`config.mk`:
```
export PLATFORM = sky130hd
export DESIGN_NAME = mlock_timer
export DESIGN_NICKNAME = d
export VERILOG_FILES = /design/src/rtl/mlock_timer.sv
export SDC_FILE = /design/constraint.sdc
export NUM_CORES = 1
export LEC_CHECK = 0
export BUFFER_PORTS_ARGS = -buffer_cell sky130_fd_sc_hd__buf_2
export CORE_MARGIN = 2
export CORE_UTILIZATION = 35
export DETAILED_ROUTE_END_ITERATION = 8
export PLACE_DENSITY = 0.65
export SLEW_MARGIN = 20
export SYNTH_ARGS = -nofsm -noshare
export SYNTH_HDL_FRONTEND = slang
export SYNTH_SLANG_ARGS = --single-unit
```
`constraint.sdc`:
```
create_clock -name clk -period 2.3 [get_ports clk]
set_clock_uncertainty 0.05 [all_clocks]
set_input_delay 0.345 -clock clk [delete_from_list [all_inputs] [get_ports clk]]
set_output_delay 0.345 -clock clk [all_outputs]
set_load 0.03 [all_outputs]
```
`src/rtl/mlock_timer.sv`:
```
module mlock_timer #(
  parameter int CNT_W      = 16,
  parameter int DISCH_STEP = 4,
  parameter int ZERO_RUN   = 8
) (
  input  logic             clk,
  input  logic             rst_n,
  input  logic             pwm_tick,
  input  logic [2:0]       hall,
  input  logic             stop_req,
  input  logic             brake_req,
  input  logic             duty_zero,
  input  logic             det_en,
  input  logic [CNT_W-1:0] timeout,
  output logic             lock_fault,
  output logic             lowside_off
);
  localparam int ZW = $clog2(ZERO_RUN + 2);

  logic [2:0]       h_s1, h_s2, h_prev;
  logic [CNT_W-1:0] cnt;
  logic [ZW-1:0]    zrun;
  logic [CNT_W:0]   cnt_inc;
  logic             hall_edge, zero_idle, zero_release;

  assign hall_edge    = h_s2 != h_prev;
  assign cnt_inc      = {1'b0, cnt} + 1'b1;
  assign zero_idle    = zrun == ZW'(ZERO_RUN + 1);
  assign zero_release = pwm_tick && duty_zero && zrun == ZW'(ZERO_RUN);
  assign lowside_off  = lock_fault;

  always_ff @(posedge clk or negedge rst_n) begin
    if (!rst_n) begin
      h_s1       <= '0;
      h_s2       <= '0;
      h_prev     <= '0;
      cnt        <= '0;
      zrun       <= '0;
      lock_fault <= 1'b0;
    end else begin
      h_s1   <= hall;
      h_s2   <= h_s1;
      h_prev <= h_s2;
      if (stop_req) begin
        lock_fault <= 1'b0;
        zrun       <= '0;
        if (pwm_tick)
          cnt <= (cnt > CNT_W'(DISCH_STEP)) ? cnt - CNT_W'(DISCH_STEP) : '0;
      end else begin
        if (pwm_tick)
          zrun <= duty_zero ? (zero_idle ? zrun : zrun + 1'b1) : '0;
        if (zero_release) begin
          lock_fault <= 1'b0;
          cnt        <= '0;
        end else if (!brake_req) begin
          if (hall_edge || zero_idle)
            cnt <= '0;
          else if (pwm_tick && !lock_fault) begin
            if (cnt < timeout)
              cnt <= cnt_inc[CNT_W-1:0];
            if (det_en && cnt_inc >= {1'b0, timeout})
              lock_fault <= 1'b1;
          end
        end
      end
    end
  end

  a_r8_strap_blocks_fault: assert property (@(posedge clk) disable iff (!rst_n)
    (!det_en && !lock_fault) |=> !lock_fault);

  a_r4_stop_clears: assert property (@(posedge clk) disable iff (!rst_n)
    stop_req |=> !lock_fault);

  a_r7_brake_holds: assert property (@(posedge clk) disable iff (!rst_n)
    (brake_req && !stop_req && !zero_release) |=> (cnt == $past(cnt) && !$rose(lock_fault)));

  a_r10_fault_on_tick: assert property (@(posedge clk) disable iff (!rst_n)
    $rose(lock_fault) |-> $past(pwm_tick));

  a_r9_discharge_down: assert property (@(posedge clk) disable iff (!rst_n)
    (stop_req && pwm_tick) |=> cnt <= $past(cnt));
endmodule

```
==> results_dict.tcl, run 1 <==
set metrics [dict create \
    outcome "complete, but fails checks" \
    violations "negative setup slack" \
    coreArea_sq_um 7730 \
    insertedDiodeCount 0 \
    worstPathArrival_ps 2550 \
    grt_max_degree 31 \
    synth.most_common_cell "ha_1" \
    yosys.area.top_type "dfrtp_1" \
    cts_buffers 5 \
    syn_area_sq_um 2800 \
    die_area_sq_um 8720 \
    setup_viol 12 \
    syn_area_per_cell_sq_um 8.55 \
    syn_inst 327 \
    cts_tree "done" \
    htree_levels 2 \
    crit_type "flop to flop" \
    crit_path_max_incr_delay_ps 430 \
    io_buffer_count 27 \
    final_util_pct 54.4 \
    gp_congestion 0.896 \
    track_usage_pct 20.5 \
    worstHoldPathType "primary input to async pin" \
    drv_slew 0 \
    start_util_pct 36.2 \
    wl_mm 9.09 \
    dr_wl_met2_mm 4.59 \
    multi_input_area_sq_um 2170 \
    fin_area_sq_um 4210 \
    grt_pass1_wl_mm 14.2 \
    nFillCells 638 \
    nets 516 \
    drtPass1Iterations 5 \
    synth_edf_count 0 \
    start_kind "flop" \
    vias 3071 \
    synth-seq-cells 30 \
    path_buf_inv 2 \
    gr-total-overflow 0 \
    row_count 32 \
    clkSinkCount 30 \
    synth_top_area_share_pct 26.8 \
    critical_path.slowest_cell "dfrtp_1" \
    required_ps 2430 \
    drc 0 \
    rsz0062_at_grt "true" \
    wl_per_cell_um 16.4 \
    async_flop_share_pct 100 \
    crit_top_cell "buf_4" \
    cp_cell_sequence "buf_4 -> and4_4 -> buf_4 -> nand2b_4 -> nor2_4 -> xor2_1 -> ha_1 -> and4_1 -> nand4_1 -> o211ai_1 -> o221a_2" \
    die_w_um 93.4 \
    hpwlAfterDp_mm 6.24 \
    worstSetupEndpointType "flop" \
    first_global_vias 3049 \
    post_dp_cell_area_sq_um 3560 \
    synth.area.top_cells "dfrtp_1, ha_1, a21oi_1, xnor2_1, inv_1" \
    drtIter0Drc 370 \
    worst-path-max-fanout 4 \
    ys_seq_area_share_pct 26.8 \
    drtAntennaViolNets 0 \
    min_period_ps 2420 \
    syn2layout_area_growth_pct 50.4 \
    syn-num-nets 393 \
    m1WireLength_mm 3.92 \
    worstSkewPairLatency_ps 290 \
    via_per_inst 5.55 \
    final_hold_viol_count 0 \
    met3_length_um 396 \
    antenna_found_initial 0 \
    clockBufferDepth 2 \
    layout_setup_ws_ps -116 \
    worst_pin_slew_ps 708 \
    clk_pin_slew_ps 80 \
    period_share_pct 105 \
    ys_warn_count 0 \
    max_cap_violations 0 \
    root_buffer "clkbuf_8" \
    synth_cell_types 51 \
    synthFlopType "dfrtp_1" \
    drive_above_1_share_pct 44.3 \
    slew_headroom_pct 52.8 \
    highest_layer "met4" \
    leakagePower_nw 2.06 \
    regArea_sq_um 758 \
    pin_count 28 \
    fmax_ghz 0.414 \
    yosys-top-cells-count "ha_1, dfrtp_1, a21oi_1, inv_1" \
    die_y_um 93.4 \
    peakVddDrop_uv 303 \
    power-per-cell-area_nw_per_um2 825 \
    cp_top_family "simple AND/OR/NAND/NOR gates" \
]
-- metrics by stage --
stage               std cells  total power [mW]  TNS [ps]  setup WS [ps]  hold slack, ps
finish                    553              3.47      -447           -116            53.8
global route              553              3.68     -1620           -202             102
CTS                       541              3.14      -158          -58.4            84.6
detailed placement        512              2.47     -3260           -249             286
global placement          512              2.43     -3610           -260             284
floorplan                 327              1.80         0          0.328          -0.591
-- cell families (layout without fill, tap and decap cells) --
| kind of cell | after synthesis | after routing | share of synthesized area, % |
|---|---|---|---|
| xor gates and xnor gates | 17 | 17 | 5.32 |
| buffers and inverters | 39 | 162 | 6.22 |
| muxes | 2 | 2 | 0.761 |
| AOI/OAI and AO/OA | 89 | 89 | 21.7 |
| DFF | 30 | 30 | 26.8 |
| adders and majority gates | 40 | 40 | 17.9 |
| and+or+nand+nor | 110 | 111 | 21.3 |
-- routing by layer --
metal | GRT usage, % | up-vias
li1 | - | 1465
met5 | 0 | -
met4 | 6.00 | 0
met1 | 25.5 | 1479
met3 | 2.58 | 19
met2 | 37.0 | 108
-- worst register-to-register path, cell delays in order, from the launching register on --
cell and delay (ps):
dfrtp_1 430, buf_4 140, and4_4 210, buf_4 120, nand2b_4 70, nor2_4 110, xor2_1 220, ha_1 290
and4_1 200, nand4_1 120, o211ai_1 110, o221a_2 230
-- final timing paths --
path	depth (start not counted)	start	slack [ps]	endpoint
max in group asynchronous	1	rst_n	1640	cnt[1]
max	11	cnt[3]	-120	lock_fault
max reg2reg	11	cnt[3]	-120	lock_fault
min in group clk	1	hall[0]	110	h_s1[0]
min	1	rst_n	50	h_prev[2]
min reg2reg	0	h_s1[0]	300	h_s2[0]
-- final cells by class --
type                            instances  area share [%]
Multi-Input combinational cell        259            51.6
Timing Repair Buffer                  132            23.1
Sequential cell                        30            18.0
Tap cell                              102            3.03
Clock buffer                            6            1.96
Inverter                               22            1.96
Clock inverter                          2           0.297
-- layout by cell type, fill, tap and decap left out, drive strengths merged, types with 6 or more instances in the layout --
cell type	n
inv	22
dfrtp	30
nor4	6
nor2	21
nand4	9
nand3	9
clkbuf	6
nand2	21
ha	40
xnor2	11
nor3	17
o22ai	8
o21ai	14
a21oi	27
o2bb2ai	6
a211oi	8
buf	132
xor2	6
-- registers in the layout, summed over array words and instances (netlist names) --
| name | count |
|---|---|
| zrun | 4 |
| h_s1 | 3 |
| cnt | 16 |
| lock_fault | 1 |
| h_prev | 3 |
| h_s2 | 3 |
-- power breakdown --
group          internal [mW]  switching [mW]  leakage [nW]
Clock                  0.241           0.227        0.0472
Sequential             0.621           0.107         0.378
Combinational           1.13            1.14          1.64
-- repair_timing --
action,in CTS,in global routing
endpoints found under the setup margin,17,17
pin swaps,26,36
resized for setup,29,37
setup buffers,19,13
cloned,2,0
hold buffers,0,0
(Power assumes the default switching activity.)
==> inputs of run 2 (changes only) <==
--- a/config.mk
+++ b/config.mk
@@ -6,10 +6,11 @@
 export NUM_CORES = 1
 export LEC_CHECK = 0
 export BUFFER_PORTS_ARGS = -buffer_cell sky130_fd_sc_hd__buf_2
+export CORE_ASPECT_RATIO = 0.7
 export CORE_MARGIN = 2
 export CORE_UTILIZATION = 35
 export DETAILED_ROUTE_END_ITERATION = 8
-export PLACE_DENSITY = 0.65
+export PLACE_DENSITY = 0.6
 export SLEW_MARGIN = 20
 export SYNTH_ARGS = -nofsm -noshare
 export SYNTH_HDL_FRONTEND = slang
==> run 2 against run 1 <==
The flow still finishes with violations (negative setup slack). Flip-flop and latch count stayed put. First-iteration DRC count shrank 20%. Combinational power fell by 13%. Register-to-register slack about the same. Sequential power rose by 3%. Largest power group unchanged.
==> results_dict.tcl, run 2 (synthesis gave the netlist of run 1 again) <==
set metrics [dict create \
    start_kind "flop" \
    worstReg2RegStart "cnt[3]" \
    largest_reg_flops 16 \
    root_buffer "clkbuf_16" \
    wl_mm 8.43 \
    top_regs "cnt (16), zrun (4)" \
    fmax_ghz 0.413 \
    gr-total-overflow 0 \
    power.share.switching_pct 40.9 \
    via_per_inst 5.50 \
    p_comb_share_pct 58.3 \
    required_ps 2420 \
    cts_buffers 5 \
    final_hold_viol_count 0 \
    worst_pin_slew_ps 701 \
    io_buffer_count 27 \
    wl_per_cell_um 16.1 \
    worst-path-max-fanout 3 \
    top_register "cnt" \
    drtAntennaViolNets 0 \
    min_period_ps 2420 \
    dr_wl_met2_mm 3.61 \
    power.share.clock_pct 19.7 \
    fin_tns_setup_ps -608 \
    die_w_um 111 \
    pre_cts_ws_ps -197 \
    worstPathArrival_ps 2540 \
    drv_slew 0 \
    outcome "complete, but fails checks" \
    reg2reg_to "lock_fault" \
    pwr-share-seq_pct 22.0 \
    die_area_sq_um 8730 \
    start_util_pct 35.8 \
    leakagePower_nw 1.94 \
    max_cap_violations 0 \
    track_usage_pct 19.0 \
    m1WireLength_mm 4.24 \
    pin_count 28 \
    grt_pass1_wl_mm 13.6 \
    first_global_vias 2750 \
    slew_headroom_pct 53.3 \
    power-per-cell-area_nw_per_um2 868 \
    clk_pin_slew_ps 50 \
    p_sw_mw 1.39 \
    nets 489 \
    vias 2888 \
    row_count 27 \
    ff2ff_path_depth 10 \
    drc 0 \
    cts_hold_buf 0 \
    r2r_slack_ps -120 \
    drive_above_1_share_pct 36.3 \
    insertedDiodeCount 0 \
    worstSkewPairLatency_ps 280 \
    peakVddDrop_uv 344 \
    highest_layer "met4" \
    die_y_um 78.8 \
    rsz0062_at_grt "true" \
    hpwlAfterDp_mm 6.40 \
    worstSetupEndpointType "flop" \
    clkSinkCount 30 \
    cts_tree "done" \
    clockBufferDepth 2 \
    gp_congestion 0.864 \
    grt_max_degree 31 \
    crit_type "flop to flop" \
    setup_viol 11 \
    mostFrequentLayoutCells "buf_4, ha_1, buf_2" \
    coreArea_sq_um 7800 \
    drtPass1Iterations 4 \
    period_share_pct 105 \
    met3_length_um 464 \
    drtIter0Drc 295 \
    p_int_mw 2.01 \
    violations "negative setup slack" \
    htree_levels 2 \
    antenna_found_initial 0 \
    mostFrequentLayoutCell "buf_4" \
    syn2layout_area_growth_pct 39.9 \
    final_util_pct 50.1 \
    layout_setup_ws_ps -119 \
    worstHoldPathType "primary input to async pin" \
]
[run 2: metrics by stage]
stage / area (sq um) / power [mW] / instances / hold WS [ps]
floorplan: 2860 / 1.80 / 327 / -0.591
global placement: 3490 / 2.43 / 502 / 281
detailed placement: 3490 / 2.46 / 502 / 285
CTS: 3850 / 3.30 / 523 / 98.0
global route: 3910 / 3.62 / 525 / 114
finish: 3910 / 3.40 / 525 / 66.8
[run 2: worst max-delay path by stage]
stage	from	end	slack, ps	cells past startpoint
floorplan	cnt[6]	lock_fault	0.3	9
global placement	cnt[4]	lock_fault	-190	9
detailed placement	cnt[5]	lock_fault	-200	9
CTS	cnt[5]	lock_fault	-90	9
global route	cnt[5]	lock_fault	-180	9
finish	cnt[3]	lock_fault	-120	10
[run 2: final cells by class]
cell class	count	area (sq um)
clock buffers	6	139
fillers	713	3890
clock inverters	2	12.5
inverters	22	82.6
multi-input cells	259	2040
repair buffers	105	754
well taps	101	126
flip-flops and latches	30	756
[run 2: per-layer routing]
layer | vias to the layer above | global-route usage (%)
met5 | - | 0
met4 | 0 | 5.25
met3 | 11 | 2.90
met2 | 82 | 28.4
met1 | 1382 | 28.3
li1 | 1413 | -
[run 2: power by group through the flow]
stage | Sequential, mW | Combinational, mW | Clock [mW]
after floorplan | 0.709 | 1.09 | 0
after global placement | 0.741 | 1.69 | 0
after detailed placement | 0.750 | 1.71 | 0
after CTS | 0.743 | 1.88 | 0.676
after global routing | 0.762 | 2.16 | 0.698
final | 0.748 | 1.98 | 0.668
[run 2: timing repair]
action,4_1_cts,5_1_grt
resized for setup,26,11
setup buffers,14,1
pin swaps,22,3
cloned,0,1
setup endpoints to repair,17,17
[run 2: worst max-delay path, cell delays in order, from the launching register on]
cell,delay [ps]
dfrtp_1,410
and4_4,250
nand4_1,160
xnor2_2,280
ha_1,300
and4_1,220
o21ai_0,90
a21oi_1,60
o21ai_1,150
a21oi_1,80
o221a_2,240
